### src/rtl/kirq_pkg.sv
package kirq_pkg;
  localparam logic [15:0] A_CTRL     = 16'h0000;
  localparam logic [15:0] A_IE       = 16'h0004;
  localparam logic [15:0] A_START    = 16'h0008;
  localparam logic [15:0] A_SLEEP    = 16'h000C;
  localparam logic [15:0] A_ACK_STS  = 16'h0010;
  localparam logic [15:0] A_PORT_STS = 16'h0014;
  localparam logic [15:0] A_PEND     = 16'h0018;
  localparam logic [15:0] A_MASK     = 16'h0040;
  localparam int unsigned ARM_LSB    = 16;
  localparam int unsigned ID_LSB     = 8;
  localparam int unsigned ID_VLD_BIT = 15;
endpackage

### src/rtl/kirq_sticky.sv
module kirq_sticky #(
  parameter int unsigned W = 10
) (
  input  logic         clk_i,
  input  logic         rst_ni,
  input  logic [W-1:0] set_i,
  input  logic [W-1:0] clr_i,
  output logic [W-1:0] q_o
);
  always_ff @(posedge clk_i or negedge rst_ni) begin
    if (!rst_ni) q_o <= '0;
    else         q_o <= (q_o & ~clr_i) | set_i;
  end

  assert_sticky_set_R3: assert property (@(posedge clk_i) disable iff (!rst_ni)
    (|set_i) |=> ((q_o & $past(set_i)) == $past(set_i)));
endmodule

### src/rtl/kirq_kernel.sv
module kirq_kernel #(
  parameter int unsigned N_SLOT = 10,
  parameter int unsigned N_PORT = 10
) (
  input  logic              clk_i,
  input  logic              rst_ni,
  input  logic              amask_we_i,
  input  logic              pmask_we_i,
  input  logic [31:0]       wdata_i,
  input  logic              arm_i,
  input  logic              abort_i,
  input  logic [N_SLOT-1:0] ack_s_i,
  input  logic [N_PORT-1:0] port_s_i,
  output logic [N_SLOT-1:0] amask_o,
  output logic [N_PORT-1:0] pmask_o,
  output logic              armed_o,
  output logic              pend_o
);
  logic acks_all, port_any, done;

  assign acks_all = (|amask_o) && ((ack_s_i & amask_o) == amask_o);
  assign port_any = (pmask_o == '0) || (|(port_s_i & pmask_o));
  assign done     = armed_o && acks_all && port_any;

  always_ff @(posedge clk_i or negedge rst_ni) begin
    if (!rst_ni) begin
      amask_o <= '0;
      pmask_o <= '0;
      armed_o <= 1'b0;
      pend_o  <= 1'b0;
    end else begin
      if (amask_we_i) amask_o <= wdata_i[N_SLOT-1:0];
      if (pmask_we_i) pmask_o <= wdata_i[N_PORT-1:0];
      if (done)         armed_o <= 1'b0;
      else if (arm_i)   armed_o <= 1'b1;
      else if (abort_i) armed_o <= 1'b0;
      if (done)         pend_o <= 1'b1;
      else if (abort_i) pend_o <= 1'b0;
    end
  end

  assert_pend_needs_arm_R4: assert property (@(posedge clk_i) disable iff (!rst_ni)
    $rose(pend_o) |-> $past(armed_o));
  assert_zero_mask_idle_R5: assert property (@(posedge clk_i) disable iff (!rst_ni)
    $rose(pend_o) |-> $past(amask_o != '0));
endmodule

### src/rtl/kirq_resolve.sv
module kirq_resolve #(
  parameter int unsigned N_KERN = 4,
  localparam int unsigned KW = (N_KERN > 1) ? $clog2(N_KERN) : 1
) (
  input  logic              clk_i,
  input  logic              rst_ni,
  input  logic [N_KERN-1:0] pend_i,
  input  logic [N_KERN-1:0] ie_i,
  input  logic [N_KERN-1:0] armed_i,
  input  logic              par_mode_i,
  output logic              irq_req_o,
  output logic              fiq_o,
  output logic [KW-1:0]     id_o,
  output logic              id_vld_o
);
  logic [N_KERN-1:0] pe;
  assign pe = pend_i & ie_i;

  always_comb begin
    id_o = '0;
    for (int i = N_KERN - 1; i >= 0; i--) begin
      if (pe[i]) id_o = KW'(i);
    end
  end
  assign id_vld_o  = |pe;
  assign irq_req_o = par_mode_i ? ((|pe) && !(|(armed_i & ie_i))) : (|pe);

  always_ff @(posedge clk_i or negedge rst_ni) begin
    if (!rst_ni) fiq_o <= 1'b0;
    else         fiq_o <= irq_req_o;
  end

  assert_fiq_enabled_R6: assert property (@(posedge clk_i) disable iff (!rst_ni)
    fiq_o |-> $past(|(pend_i & ie_i)));
  assert_par_wait_R8: assert property (@(posedge clk_i) disable iff (!rst_ni)
    (fiq_o && $past(par_mode_i)) |-> $past((armed_i & ie_i) == '0));
endmodule

### src/rtl/kernel_irq_ctrl.sv
module kernel_irq_ctrl
  import kirq_pkg::*;
#(
  parameter int unsigned N_SLOT = 10,
  parameter int unsigned N_PORT = 10,
  parameter int unsigned N_KERN = 4
) (
  input  logic              clk_i,
  input  logic              rst_ni,
  input  logic              bus_we_i,
  input  logic [15:0]       bus_addr_i,
  input  logic [31:0]       bus_wdata_i,
  output logic [31:0]       bus_rdata_o,
  output logic [N_SLOT-1:0] start_o,
  input  logic [N_SLOT-1:0] ack_i,
  input  logic [N_PORT-1:0] port_hs_i,
  output logic              fiq_o,
  output logic              sleep_o
);
  localparam int unsigned KW = (N_KERN > 1) ? $clog2(N_KERN) : 1;
  localparam logic [15:0] MASK_END = A_MASK + 16'(8 * N_KERN);

  logic              par_mode_q;
  logic [N_KERN-1:0] ie_q;
  logic [N_SLOT-1:0] ack_s;
  logic [N_PORT-1:0] port_s;
  logic [N_KERN-1:0] armed, pend;
  logic [N_SLOT-1:0] amask [N_KERN];
  logic [N_PORT-1:0] pmask [N_KERN];
  logic              irq_req, id_vld;
  logic [KW-1:0]     id;

  logic wr_ctrl, wr_ie, wr_start, wr_sleep, wr_ack, wr_port, wr_pend;
  logic in_mask;
  logic [15:0] moff;

  assign wr_ctrl  = bus_we_i && (bus_addr_i == A_CTRL);
  assign wr_ie    = bus_we_i && (bus_addr_i == A_IE);
  assign wr_start = bus_we_i && (bus_addr_i == A_START);
  assign wr_sleep = bus_we_i && (bus_addr_i == A_SLEEP);
  assign wr_ack   = bus_we_i && (bus_addr_i == A_ACK_STS);
  assign wr_port  = bus_we_i && (bus_addr_i == A_PORT_STS);
  assign wr_pend  = bus_we_i && (bus_addr_i == A_PEND);
  assign in_mask  = (bus_addr_i >= A_MASK) && (bus_addr_i < MASK_END) && (bus_addr_i[1:0] == 2'b00);
  assign moff     = bus_addr_i - A_MASK;

  always_ff @(posedge clk_i or negedge rst_ni) begin
    if (!rst_ni) begin
      par_mode_q <= 1'b0;
      ie_q       <= '0;
      start_o    <= '0;
      sleep_o    <= 1'b0;
    end else begin
      if (wr_ctrl) par_mode_q <= bus_wdata_i[0];
      if (wr_ie)   ie_q       <= bus_wdata_i[N_KERN-1:0];
      start_o <= wr_start ? bus_wdata_i[N_SLOT-1:0] : '0;
      if (irq_req)       sleep_o <= 1'b0;
      else if (wr_sleep) sleep_o <= bus_wdata_i[0];
    end
  end

  kirq_sticky #(.W(N_SLOT)) u_ack_sticky (
    .clk_i, .rst_ni, .set_i(ack_i),
    .clr_i(wr_ack ? bus_wdata_i[N_SLOT-1:0] : '0), .q_o(ack_s)
  );
  kirq_sticky #(.W(N_PORT)) u_port_sticky (
    .clk_i, .rst_ni, .set_i(port_hs_i),
    .clr_i(wr_port ? bus_wdata_i[N_PORT-1:0] : '0), .q_o(port_s)
  );

  for (genvar k = 0; k < N_KERN; k++) begin : g_kern
    logic sel;
    assign sel = in_mask && (moff[15:3] == 13'(k));
    kirq_kernel #(.N_SLOT(N_SLOT), .N_PORT(N_PORT)) u_kern (
      .clk_i, .rst_ni,
      .amask_we_i(bus_we_i && sel && !moff[2]),
      .pmask_we_i(bus_we_i && sel &&  moff[2]),
      .wdata_i   (bus_wdata_i),
      .arm_i     (wr_start && bus_wdata_i[ARM_LSB + k]),
      .abort_i   (wr_pend && bus_wdata_i[k]),
      .ack_s_i   (ack_s),
      .port_s_i  (port_s),
      .amask_o   (amask[k]),
      .pmask_o   (pmask[k]),
      .armed_o   (armed[k]),
      .pend_o    (pend[k])
    );
  end

  kirq_resolve #(.N_KERN(N_KERN)) u_resolve (
    .clk_i, .rst_ni,
    .pend_i(pend), .ie_i(ie_q), .armed_i(armed), .par_mode_i(par_mode_q),
    .irq_req_o(irq_req), .fiq_o(fiq_o), .id_o(id), .id_vld_o(id_vld)
  );

  always_comb begin
    bus_rdata_o = '0;
    if (in_mask) begin
      for (int k = 0; k < N_KERN; k++) begin
        if (moff[15:3] == 13'(k)) begin
          if (moff[2]) bus_rdata_o[N_PORT-1:0] = pmask[k];
          else         bus_rdata_o[N_SLOT-1:0] = amask[k];
        end
      end
    end else begin
      case (bus_addr_i)
        A_CTRL:     bus_rdata_o[0] = par_mode_q;
        A_IE:       bus_rdata_o[N_KERN-1:0] = ie_q;
        A_START:    bus_rdata_o[ARM_LSB +: N_KERN] = armed;
        A_SLEEP:    bus_rdata_o[0] = sleep_o;
        A_ACK_STS:  bus_rdata_o[N_SLOT-1:0] = ack_s;
        A_PORT_STS: bus_rdata_o[N_PORT-1:0] = port_s;
        A_PEND: begin
          bus_rdata_o[N_KERN-1:0]     = pend;
          bus_rdata_o[ID_LSB +: KW]   = id;
          bus_rdata_o[ID_VLD_BIT]     = id_vld;
        end
        default: bus_rdata_o = '0;
      endcase
    end
  end

  assert_start_pulse_R2: assert property (@(posedge clk_i) disable iff (!rst_ni)
    (|start_o) |-> $past(bus_we_i && (bus_addr_i == A_START)));
  assert_wake_R9: assert property (@(posedge clk_i) disable iff (!rst_ni)
    $fell(sleep_o) |-> $past(irq_req || (wr_sleep && !bus_wdata_i[0])));
endmodule

### config.mk
export PLATFORM = sky130hd
export DESIGN_NAME = kernel_irq_ctrl
export DESIGN_NICKNAME = d
export VERILOG_FILES = /design/src/rtl/kirq_pkg.sv /design/src/rtl/kirq_sticky.sv /design/src/rtl/kirq_kernel.sv /design/src/rtl/kirq_resolve.sv /design/src/rtl/kernel_irq_ctrl.sv
export SDC_FILE = /design/constraint.sdc
export NUM_CORES = 1
export LEC_CHECK = 0
export ABC_AREA = 1
export BUFFER_PORTS_ARGS = -buffer_cell sky130_fd_sc_hd__buf_2
export CAP_MARGIN = 20
export CORE_MARGIN = 4
export CORE_UTILIZATION = 50
export DETAILED_ROUTE_END_ITERATION = 6
export GPL_TIMING_DRIVEN = 0
export PLACE_DENSITY = 0.73
export REMOVE_ABC_BUFFERS = 1
export SLEW_MARGIN = 20
export SYNTH_ARGS = -nofsm -noshare
export SYNTH_HDL_FRONTEND = slang
export SYNTH_SLANG_ARGS = --single-unit
export TNS_END_PERCENT = 100
### constraint.sdc
create_clock -name clk_i -period 1.6 [get_ports clk_i]
set_input_delay 0 -clock clk_i [delete_from_list [all_inputs] [get_ports clk_i]]
set_output_delay 0 -clock clk_i [all_outputs]
set_load 0.1 [all_outputs]
==> results of run 1 <==
-- synthesized netlist by cell type (2+ instances only) --
cell type | count | share of area, %
sky130_fd_sc_hd__o21bai_1 | 6 | 0.61
sky130_fd_sc_hd__a22oi_1 | 6 | 0.61
sky130_fd_sc_hd__inv_2 | 2 | 0.10
sky130_fd_sc_hd__nor3_1 | 10 | 0.68
sky130_fd_sc_hd__a211oi_1 | 2 | 0.20
sky130_fd_sc_hd__clkbuf_1 | 12 | 0.61
sky130_fd_sc_hd__nand2_1 | 236 | 12
sky130_fd_sc_hd__dfrtp_1 | 125 | 43
sky130_fd_sc_hd__a221oi_1 | 5 | 0.60
sky130_fd_sc_hd__nor2_2 | 4 | 0.34
sky130_fd_sc_hd__a21oi_1 | 14 | 0.95
sky130_fd_sc_hd__o22ai_1 | 25 | 2.1
sky130_fd_sc_hd__nand3_2 | 3 | 0.41
sky130_fd_sc_hd__buf_1 | 2 | 0.10
sky130_fd_sc_hd__buf_2 | 14 | 0.95
sky130_fd_sc_hd__and3_1 | 2 | 0.17
sky130_fd_sc_hd__o21ai_1 | 74 | 5.0
sky130_fd_sc_hd__o2111ai_1 | 5 | 0.60
sky130_fd_sc_hd__o211ai_1 | 12 | 1.2
sky130_fd_sc_hd__buf_4 | 20 | 2.0
sky130_fd_sc_hd__o21ai_0 | 78 | 5.3
sky130_fd_sc_hd__nand4_1 | 27 | 2.3
sky130_fd_sc_hd__ha_1 | 3 | 0.51
sky130_fd_sc_hd__nor2_4 | 5 | 0.77
sky130_fd_sc_hd__inv_1 | 166 | 8.5
sky130_fd_sc_hd__buf_6 | 5 | 0.77
sky130_fd_sc_hd__nand2_2 | 8 | 0.68
sky130_fd_sc_hd__nor4b_1 | 2 | 0.24
sky130_fd_sc_hd__nor2_1 | 76 | 3.9
sky130_fd_sc_hd__a31oi_1 | 2 | 0.17
sky130_fd_sc_hd__nand3_1 | 34 | 2.3
sky130_fd_sc_hd__nor4_1 | 17 | 1.4
-- kinds of logic after synthesis --
kind of cell,after synthesis
AO/OA/AOI/OAI,233
XOR/XNOR,1
adder cells (fa/ha/maj),3
buffers and inverters,222
flip-flops,125
other,1
AND/OR/NAND/NOR,427
-- registers in the layout (all words and copies together) (netlist names) --
signal                 flops
u_ack_sticky.q_o          10
g_kern.u_kern.pend_o       4
par_mode_q                 1
ie_q                       4
g_kern.u_kern.amask_o     40
sleep_o                    1
start_o                   10
g_kern.u_kern.armed_o      4
g_kern.u_kern.pmask_o     40
u_resolve.fiq_o            1
u_port_sticky.q_o         10
-- layout make-up --
class,instances,area [µm²]
Timing Repair Buffer,154,1439
Clock inverter,10,136.4
Inverter,169,660.6
Clock buffer,22,474.2
Tap cell,184,230.2
Multi-Input combinational cell,688,3954
Sequential cell,125,3129
Fill cell,1130,4456
-- worst register-to-register path, delay by kind of cell (launching register included) --
kind / cells / cell delay (ps)
AO/OA/AOI/OAI: 1 / 220
AND/OR/NAND/NOR: 3 / 790
flip-flops: 1 / 390
-- power by group --
| group | switching, W | total [W] | internal [W] | leakage, nW |
|---|---|---|---|---|
| logic | 0.000551 | 0.000777 | 0.000226 | 2.83 |
| clock network | 0.00146 | 0.00403 | 0.00257 | 0.293 |
| registers | 0.000000199 | 0.00316 | 0.00316 | 1.41 |
| total | 0.00201 | 0.00797 | 0.00596 | 4.53 |
-- repair_timing --
item                       4_1_cts  5_1_grt
resized for setup              141       92
gates cloned                     6        3
buffers inserted                30        6
hold endpoints to repair       190        0
pin swaps                       30       26
setup endpoints to repair      139      124
hold buffers                    36        0
-- per-stage QoR --
stage	instance area, µm²	setup slack (ps)	hold slack, ps	total power (W)	instances
2_1_floorplan	7086	-1400	-295.6	0.003518	975
3_3_place_gp	7711	-1870	184.2	0.003763	1238
3_5_place_dp	7749	-1942	-106.9	0.003774	1239
4_1_cts	9560	-246.7	49.61	0.007913	1343
5_1_grt	10020	-401.7	74.84	0.008153	1352
6_report	10020	-282.6	36.12	0.007968	1352
-- cells in the final DEF, fill, tap and decap left out, types with 18 or more instances in the layout --
| cell | n |
|---|---|
| sky130_fd_sc_hd__nand3_1 | 32 |
| sky130_fd_sc_hd__dfrtp_1 | 124 |
| sky130_fd_sc_hd__clkbuf_16 | 18 |
| sky130_fd_sc_hd__nand2_1 | 209 |
| sky130_fd_sc_hd__nand4_1 | 27 |
| sky130_fd_sc_hd__o21ai_0 | 70 |
| sky130_fd_sc_hd__nand2_2 | 25 |
| sky130_fd_sc_hd__o21ai_1 | 52 |
| sky130_fd_sc_hd__nor2_1 | 61 |
| sky130_fd_sc_hd__inv_1 | 156 |
| sky130_fd_sc_hd__buf_2 | 56 |
| sky130_fd_sc_hd__o22ai_1 | 25 |
| sky130_fd_sc_hd__o21ai_2 | 30 |
| sky130_fd_sc_hd__dlygate4sd3_1 | 36 |
| sky130_fd_sc_hd__buf_4 | 27 |
-- metal layers --
layer	vias up	GRT usage, %	part of all wire, %
li1	3577	-	-
met2	467	50.09	46
met1	3709	41.62	39
met4	0	10.56	3.2
met3	82	7.172	11
met5	-	0	0
-- worst min-delay path by stage --
| stage | to | slack, ps | depth (start not counted) |
|---|---|---|---|
| floorplan | g_kern[0].u_kern.amask_o[0]$_DFFE_PN0P_ | -300 | 0 |
| global placement | u_ack_sticky.q_o[7]$_DFF_PN0_ | 180 | 3 |
| detailed placement | start_o[6]$_DFF_PN0_ | -110 | 1 |
| CTS | start_o[6]$_DFF_PN0_ | 50 | 2 |
| global route | start_o[4]$_DFF_PN0_ | 70 | 2 |
| finish | start_o[6]$_DFF_PN0_ | 40 | 2 |
==> reports/qor.txt, run 1 <==
port bufs = 79
share of synthesized area occupied by flip-flops and latches = 42.53%
Worst Path Buf+Inv = 5
Clock Sinks = 125
post-route core utilization = 69.23%
die extent in y = 129.3 µm
register bit total from synthesis = 125
Critical Path Source = bus_addr_i[7]
critical setup path kind = in2out
largest net degree at the start of global routing = 89
number of endpoints failing setup at the final stage = 69
Netlist Area Pre-Place = 7355 µm²
failing checks = setup timing
share of cell area taken by muxes after synthesis = 0%
Total Routing Usage GR = 31.10%
Worst path top cell family by delay = simple AND/OR/NAND/NOR gates
flop-to-flop setup slack = 90 ps
YS warnings = 0
cells traversed along the worst timing path = buf_8 -> inv_6 -> ha_4 -> nand2_2 -> nor2_2 -> nor2_1 -> nor2_1 -> nand2_2 -> nor2_4 -> buf_6 -> buf_6 -> nand3_1 -> nand3_1 -> nand2_1 -> a21oi_2 -> buf_12
worst endpoint data arrival time = 1880 ps
effective utilization at floorplan = 50.80%
status = complete, but fails checks
Clock Root Buffer = sky130_fd_sc_hd__clkbuf_16
Worst IR Drop VDD = 0.0006708 V
detailed-placement wirelength estimate = 16.77 mm
synthesized-area fraction occupied by and/or/nand/nor cells = 25.74%
Highest Clock Rate = 531.2 MHz
fraction of the mapped netlist area in adder cells = 0.5104%
power per standard cell area = 795.0 nW/µm²
crit share post-route = 117.7%
clock network latency to the later pin of the worst-skew pair = 430 ps
Worst Reg2Reg Path Length in Cells = 4
Yosys cell types = 42
main combinational cell family by area after synthesis = simple AND/OR/NAND/NOR gates
type of the worst min-delay path = in2async
number of instances in the synthesized netlist = 1,012
total number of vias = 7,835
Fin. Hold Viols = 0
maximum fanout count along the critical path = 4
transition time of the tightest slew-check pin = 577.0 ps
number of detailed-routing iterations run before antenna repair = 6
n_diodes = 0
vias in the first global route = 7,574
post-synthesis compound-gate area fraction = 17.95%
Critical Path Sink = bus_rdata_o[4]
residual DRC count = 0
post-route clock skew = 11.46 ps
path length in cells of the critical path = 16
DIE WIDTH = 129.3 µm
largest buffer count on any clock path = 2
synth-to-layout area growth = 36.29%
wire length of the first global-routing pass = 40.15 mm
number of nets at the end of the flow = 1,229
I/O pins = 115
Worst path max stage delay = 210 ps
Leak Pwr = 4.533 nW
Final Max Slew Viols = 0
post-synthesis share of cell area spent on xor and xnor gates = 0.1191%
worst slew margin relative to its limit = 61.49%
Placeable Area = 14,480 µm²
Vias/cell = 5.795
TritonCTS buffer count = 17
slowest CP cell = sky130_fd_sc_hd__a21oi_2
total number of placement rows = 44
clock slew at the register clock pins of the worst setup and hold paths = 60 ps
required time of the critical path = 1600 ps
endpoint type of the worst setup path = primary output
share of flip-flops with an asynchronous set or reset = 100.0%
DRC marker count from the first detailed-route iteration = 910
sum of routed wire length over all layers = 26.16 mm
minimum setup slack in the final design = -282.6 ps
minimum period implied by the final worst setup slack = 1883 ps
final total negative setup slack = -6233 ps
average detailed-routed wire length per instance = 19.35 µm
number of enable-type register cells in the synthesized netlist = 0
startpoint types = input pin
Remaining Overflow, GRT = 0
number of antenna violations at the first check in global routing = 0
unrepaired setup endpoints after global routing = yes
full die area = 16,710 µm²
gpl congestion = 1.009
H-tree lvl count = 4
worst reg2reg path endpoint = g_kern[1].u_kern.pend_o$_DFFE_PN0P_
most instantiated flip-flop cell in the synthesis netlist = sky130_fd_sc_hd__dfrtp_1
MaxCap Viol Count = 0
average cell area after synthesis = 7.267 µm²
Worst R2R Start = g_kern[1].u_kern.pmask_o[7]$_DFFE_PN0P_
layout cells sized above 1 = 24.23%
clock tree from TritonCTS = done
antenna-violating nets left = 0
(Power assumes the default switching activity.)
==> run 2: changes to the inputs <==
--- a/config.mk
+++ b/config.mk
@@ -5,7 +5,6 @@
 export SDC_FILE = /design/constraint.sdc
 export NUM_CORES = 1
 export LEC_CHECK = 0
-export ABC_AREA = 1
 export BUFFER_PORTS_ARGS = -buffer_cell sky130_fd_sc_hd__buf_2
 export CAP_MARGIN = 20
 export CORE_MARGIN = 4
==> reports/qor.txt, run 2 <==
gpl congestion = 1.000
crit share post-route = 130.6%
worst endpoint data arrival time = 2090 ps
power per standard cell area = 751.4 nW/µm²
area share of the largest cell type after synthesis = 43.95%
number of instances in the synthesized netlist = 640
Finished Layout Cells = 1,026
endpoint type of the worst setup path = primary output
Yosys cell types = 66
vias in the first global route = 6,721
unrepaired setup endpoints after global routing = yes
I/O pins = 115
post-synthesis share of cell area spent on xor and xnor gates = 0%
number of enable-type register cells in the synthesized netlist = 0
largest buffer count on any clock path = 2
layout cells sized above 1 = 49.65%
Fin. Hold Viols = 0
clock slew at the register clock pins of the worst setup and hold paths = 60 ps
Synth area leaders = sky130_fd_sc_hd__dfrtp_1, sky130_fd_sc_hd__mux2_2, sky130_fd_sc_hd__mux2i_1
Flop pwr share = 40.2%
average cell area after synthesis = 11.12 µm²
Clock Sinks = 125
sum of routed wire length over all layers = 30.10 mm
type of the worst min-delay path = in2reg
worst slew margin relative to its limit = 43.87%
YS warnings = 0
antenna-violating nets left = 0
synthesized-area fraction occupied by and/or/nand/nor cells = 18.25%
DIE WIDTH = 127.3 µm
largest registers = g_kern.u_kern.amask_o (40), g_kern.u_kern.pmask_o (40)
Vias/cell = 6.937
detailed-placement wirelength estimate = 16.31 mm
MaxCap Viol Count = 0
minimum period implied by the final worst setup slack = 2090 ps
share of synthesized area occupied by flip-flops and latches = 43.95%
synth-to-layout area growth = 47.17%
combinational fraction of design power = 10.2%
Netlist Area Pre-Place = 7117 µm²
Switch Pwr = 0.002137 W
port bufs = 79
total number of placement rows = 43
n_diodes = 0
most instantiated flip-flop cell in the synthesis netlist = sky130_fd_sc_hd__dfrtp_1
wire length of the first global-routing pass = 41.56 mm
number of antenna violations at the first check in global routing = 0
Power Internal = 0.005733 W
critical setup path kind = reg2out
DRC marker count from the first detailed-route iteration = 1,134
Worst IR Drop VDD = 0.0006340 V
Clock Root Buffer = sky130_fd_sc_hd__clkbuf_16
required time of the critical path = 1600 ps
Total Routing Usage GR = 34.71%
most common cell after layout, fill and taps aside = sky130_fd_sc_hd__dfrtp_1
Worst Setup Slack post-DPL = -1889 ps
effective utilization at floorplan = 51.07%
status = complete, but fails checks
residual DRC count = 0
number of nets at the end of the flow = 907
H-tree lvl count = 4
clock network latency to the later pin of the worst-skew pair = 430 ps
largest net degree at the start of global routing = 77
transition time of the tightest slew-check pin = 830.3 ps
Highest Clock Rate = 478.5 MHz
Remaining Overflow, GRT = 0
Leak Pwr = 4.764 nW
share of flip-flops with an asynchronous set or reset = 100.0%
startpoint types = flip-flop
Sw Share = 27.15%
final hold slack = 21.99 ps
maximum fanout count along the critical path = 6
register bit total from synthesis = 125
main combinational cell family by area after synthesis = multiplexers
Placeable Area = 13,930 µm²
most area-hungry cell type in the Yosys netlist = sky130_fd_sc_hd__dfrtp_1
number of detailed-routing iterations run before antenna repair = 5
fraction of the mapped netlist area in adder cells = 0.5274%
post-route clock skew = 9.715 ps
average detailed-routed wire length per instance = 29.34 µm
total number of vias = 7,117
TritonCTS buffer count = 17
full die area = 16,210 µm²
clock tree from TritonCTS = done
most numerous cell in the Yosys netlist = sky130_fd_sc_hd__dfrtp_1
post-route core utilization = 75.16%
Final Max Slew Viols = 0
minimum setup slack in the final design = -489.7 ps
most used standard cells in the synthesized netlist = sky130_fd_sc_hd__dfrtp_1, sky130_fd_sc_hd__mux2_2, sky130_fd_sc_hd__nand2_1, sky130_fd_sc_hd__nor2_1, sky130_fd_sc_hd__a21o_1
share of cell area taken by muxes after synthesis = 20.02%
number of cells in the design after placement = 868
die extent in y = 127.3 µm
post-synthesis compound-gate area fraction = 12.62%
number of endpoints failing setup at the final stage = 101
Clock power frac = 49.6%
most frequent cells in the layout = sky130_fd_sc_hd__dfrtp_1, sky130_fd_sc_hd__mux2_2, sky130_fd_sc_hd__buf_4
failing checks = setup timing
[run 2: cell count changes in the layout (fill, tap and decap cells not counted), moves of 25 or more]
cell and change:
sky130_fd_sc_hd__buf_4 +33, sky130_fd_sc_hd__inv_1 -150, sky130_fd_sc_hd__mux2_2 +84, sky130_fd_sc_hd__nand2_1 -167, sky130_fd_sc_hd__nor2_1 -34, sky130_fd_sc_hd__o21ai_0 -69, sky130_fd_sc_hd__o21ai_1 -47, sky130_fd_sc_hd__o21ai_2 -29
sky130_fd_sc_hd__o22ai_1 -25
[run 2: final timing paths]
check | from | end | slack [ps] | cells after the start
max in group asynchronous | rst_ni | u_ack_sticky.q_o[9]$_DFF_PN0_ | 690 | 3
min | bus_wdata_i[4] | start_o[4]$_DFF_PN0_ | 20 | 2
max | u_ack_sticky.q_o[0]$_DFF_PN0_ | bus_rdata_o[0] | -490 | 6
min in group asynchronous | rst_ni | u_port_sticky.q_o[1]$_DFF_PN0_ | 140 | 2
max reg2reg | u_port_sticky.q_o[2]$_DFF_PN0_ | g_kern[1].u_kern.pend_o$_DFFE_PN0P_ | -50 | 4
min reg2reg | par_mode_q$_DFFE_PN0P_ | u_resolve.fiq_o$_DFF_PN0_ | 520 | 1
[run 2: per-layer routing]
metal | GRT usage (%) | vias to the layer above | part of all wire (%)
met2 | 54.51 | 660 | 46
met4 | 19.62 | 0 | 6.7
met3 | 8.737 | 190 | 12
met5 | 0 | - | 0
li1 | - | 2828 | -
met1 | 43.81 | 3439 | 36
[run 2: final cells by class]
type | count | area, µm²
multi-input cells | 480 | 4573
fillers | 830 | 3461
flip-flops and latches | 125 | 3142
repair buffers | 197 | 1893
clock buffers | 18 | 429.2
well taps | 180 | 225.2
clock inverters | 14 | 161.4
inverters | 12 | 50.05
[run 2: kinds of logic (layout without fill, tap and decap cells)]
kind of cell | count (synthesis) | in the layout
AND/OR/NAND/NOR | 214 | 223
other | 1 | 17
AO/OA/AOI/OAI | 113 | 114
flip-flops | 125 | 125
buffers and inverters | 61 | 241
multiplexers | 123 | 123
adder cells (fa/ha/maj) | 3 | 3
[run 2: critical path: stages (launching register included)]
cell	delay, ps
sky130_fd_sc_hd__dfrtp_2	500
sky130_fd_sc_hd__mux2i_1	140
sky130_fd_sc_hd__o211ai_1	240
sky130_fd_sc_hd__o21a_1	210
sky130_fd_sc_hd__nand4b_1	170
sky130_fd_sc_hd__o41ai_4	110
sky130_fd_sc_hd__buf_6	280
[run 2: through the flow]
stage	area (µm²)	power (W)	setup TNS, ps
final	10470	0.007870	-20510
after global routing	10470	0.008071	-21870
after CTS	9798	0.007792	-13260
after detailed placement	7577	0.003776	-194710
after global placement	7517	0.003754	-375980
after floorplan	6897	0.003485	-122160
[run 2: power by group through the flow]
| stage | clock network [W] | logic [W] | registers [W] |
|---|---|---|---|
| after detailed placement | 0 | 0.000557 | 0.00322 |
| final | 0.00390 | 0.000804 | 0.00316 |
| after global routing | 0.00408 | 0.000831 | 0.00316 |
| after global placement | 0 | 0.000534 | 0.00322 |
| after CTS | 0.00391 | 0.000722 | 0.00316 |
| after floorplan | 0 | 0.000264 | 0.00322 |
[run 2: what timing repair did]
item	in CTS	in global routing
pin swaps	34	44
buffers inserted	52	33
endpoints found under the setup margin	138	119
cloned	10	5
hold buffers	31	0
endpoints found under the hold margin	105	0
resized for setup	177	99
==> run 3: changes to the inputs <==
--- a/config.mk
+++ b/config.mk
@@ -11,7 +11,7 @@
 export CORE_UTILIZATION = 50
 export DETAILED_ROUTE_END_ITERATION = 6
 export GPL_TIMING_DRIVEN = 0
-export PLACE_DENSITY = 0.73
+export PLACE_DENSITY = 0.72
 export REMOVE_ABC_BUFFERS = 1
 export SLEW_MARGIN = 20
 export SYNTH_ARGS = -nofsm -noshare
==> reports/qor.txt, run 3 (synthesized netlist as in run 2, its figures left out) <==
average detailed-routed wire length per instance = 31.44 µm
Highest Clock Rate = 423.1 MHz
clock tree from TritonCTS = done
Placeable Area = 13,930 µm²
n_diodes = 0
crit share post-route = 147.7%
number of endpoints failing setup at the final stage = 130
number of nets at the end of the flow = 921
largest buffer count on any clock path = 2
MaxCap Viol Count = 0
Clock Sinks = 125
DRC marker count from the first detailed-route iteration = 1,214
maximum fanout count along the critical path = 4
clock network latency to the later pin of the worst-skew pair = 430 ps
required time of the critical path = 1600 ps
die extent in y = 127.3 µm
residual DRC count = 0
antenna-violating nets left = 0
cells traversed along the worst timing path = buf_8 -> buf_4 -> nor3_2 -> nand4_1 -> nor2_1 -> nor4b_4 -> and2_4 -> buf_12
TritonCTS buffer count = 17
Top Usage Layer GRT = met2
number of detailed-routing iterations run before antenna repair = 7
Worst path top cell family by delay = simple AND/OR/NAND/NOR gates
Sw Share = 25.24%
Switch Pwr = 0.002038 W
worst slew margin relative to its limit = 36.35%
power per standard cell area = 760.0 nW/µm²
H-tree lvl count = 4
slowest CP cell = sky130_fd_sc_hd__nor3_2
unrepaired setup endpoints after global routing = yes
final hold slack = 25.59 ps
critical setup path kind = in2out
post-route clock skew = 6.981 ps
wire length of the first global-routing pass = 40.52 mm
I/O pins = 115
worst endpoint data arrival time = 2360 ps
largest net degree at the start of global routing = 84
Clock power frac = 50.6%
minimum setup slack in the final design = -763.6 ps
Worst path max stage delay = 450 ps
synth-to-layout area growth = 49.26%
number of antenna violations at the first check in global routing = 0
full die area = 16,210 µm²
met1 routing resource usage after global routing = 42.03%
post-route standard cell area excluding fillers = 10,620 µm²
Leak Pwr = 4.873 nW
met3 Usage GRT = 7.734%
total number of placement rows = 43
Final Max Slew Viols = 0
Fin. Hold Viols = 0
clock slew at the register clock pins of the worst setup and hold paths = 50 ps
met2 Use GR = 52.62%
Total Routing Usage GR = 33.18%
type of the worst min-delay path = in2reg
port bufs = 79
minimum period implied by the final worst setup slack = 2364 ps
combinational fraction of design power = 10.3%
Worst IR Drop VDD = 0.0006698 V
transition time of the tightest slew-check pin = 941.5 ps
most frequent cells in the layout = sky130_fd_sc_hd__dfrtp_1, sky130_fd_sc_hd__mux2_2, sky130_fd_sc_hd__buf_4
Vias/cell = 7.220
status = complete, but fails checks
vias in the first global route = 6,805
detailed-placement wirelength estimate = 16.04 mm
gpl congestion = 0.9778
layout cells sized above 1 = 50.93%
effective utilization at floorplan = 51.07%
startpoint types = input pin
sum of routed wire length over all layers = 32.64 mm
endpoint type of the worst setup path = primary output
Flop pwr share = 39.2%
largest registers = g_kern.u_kern.amask_o (40), g_kern.u_kern.pmask_o (40)
failing checks = setup timing
total number of vias = 7,494
Clock Root Buffer = sky130_fd_sc_hd__clkbuf_16
Remaining Overflow, GRT = 0
DIE WIDTH = 127.3 µm
placed instance area = 7574 µm²
Worst Path Buf+Inv = 3
most common cell after layout, fill and taps aside = sky130_fd_sc_hd__dfrtp_1
Power Internal = 0.006035 W
==> run 3: cell count changes in the layout (fill, tap and decap cells not counted), moves of 4 or more <==
cell / delta
sky130_fd_sc_hd__dfrtp_1: -4
sky130_fd_sc_hd__dfrtp_2: +4
sky130_fd_sc_hd__o21ai_1: -4
sky130_fd_sc_hd__nand3_4: -4
sky130_fd_sc_hd__o21ai_2: +4
sky130_fd_sc_hd__mux2_1: +6
sky130_fd_sc_hd__mux2_2: -6
sky130_fd_sc_hd__buf_4: +18
==> run 3: worst register-to-register path, delay by kind of cell, from the launching register on <==
family / cells / cell delay (ps)
and+or+nand+nor: 3 / 710
AOI/OAI and AO/OA: 1 / 300
buffers and inverters: 1 / 190
DFF: 1 / 460
==> run 3: layout make-up <==
| class | instances | area (µm²) |
|---|---|---|
| multi-input combinational | 476 | 4574 |
| sequential | 125 | 3147 |
| fill | 726 | 3312 |
| tap | 180 | 225.2 |
| clock buffer | 18 | 439.2 |
| timing repair buffer | 215 | 2017 |
| inverter | 12 | 48.80 |
| clock inverter | 12 | 171.4 |
==> run 3: path summary, 6_finish.rpt <==
kind                                                          from  depth (start not counted)  slack (ps)                                       to
max in group asynchronous                                   rst_ni                          3         780            u_ack_sticky.q_o[7]$_DFF_PN0_
hold reg to reg                      u_ack_sticky.q_o[9]$_DFF_PN0_                          1         520            u_ack_sticky.q_o[9]$_DFF_PN0_
min in group asynchronous                                   rst_ni                          2          50  g_kern[2].u_kern.pmask_o[5]$_DFFE_PN0P_
setup / recovery                                    bus_addr_i[14]                          8        -760                          bus_rdata_o[18]
setup reg to reg           g_kern[3].u_kern.pmask_o[2]$_DFFE_PN0P_                          5        -190     g_kern[3].u_kern.armed_o$_DFFE_PN0P_
hold / removal                                      bus_wdata_i[6]                          2          30                     start_o[6]$_DFF_PN0_
==> run 3: power by group through the flow <==
stage | Combinational [W] | Sequential, W | Clock, W
CTS | 0.000708 | 0.00316 | 0.00406
finish | 0.000828 | 0.00316 | 0.00408
floorplan | 0.000264 | 0.00322 | 0
detailed placement | 0.000554 | 0.00322 | 0
global route | 0.000849 | 0.00316 | 0.00423
global placement | 0.000533 | 0.00322 | 0
==> run 3: repair_timing <==
item	4_1_cts	5_1_grt
setup buffers	51	46
gates resized for setup	169	104
setup endpoints to repair	139	136
pin swaps	33	32
cloned	7	3
hold buffers	31	1
hold endpoints to repair	155	1
==> run 3: per-layer routing <==
layer / wire, µm / part of all wire [%] / vias to the layer above
li1: - / - / 2838
met1: 10910 / 33 / 3640
met2: 14560 / 45 / 733
met3: 4004 / 12 / 283
met4: 3167 / 9.7 / 0
met5: 0 / 0 / -
==> run 3: stage by stage <==
stage	util, %	cells	TNS (ps)	setup WS [ps]	total power (W)
2_1_floorplan	-	607	-122160	-3672	0.003485
3_3_place_gp	53.95	866	-360140	-2248	0.003752
3_5_place_dp	54.35	869	-186790	-1803	0.003773
4_1_cts	69.86	988	-11330	-458.0	0.007928
5_1_grt	76.23	1038	-56900	-853.6	0.008243
6_report	76.23	1038	-55110	-763.6	0.008073
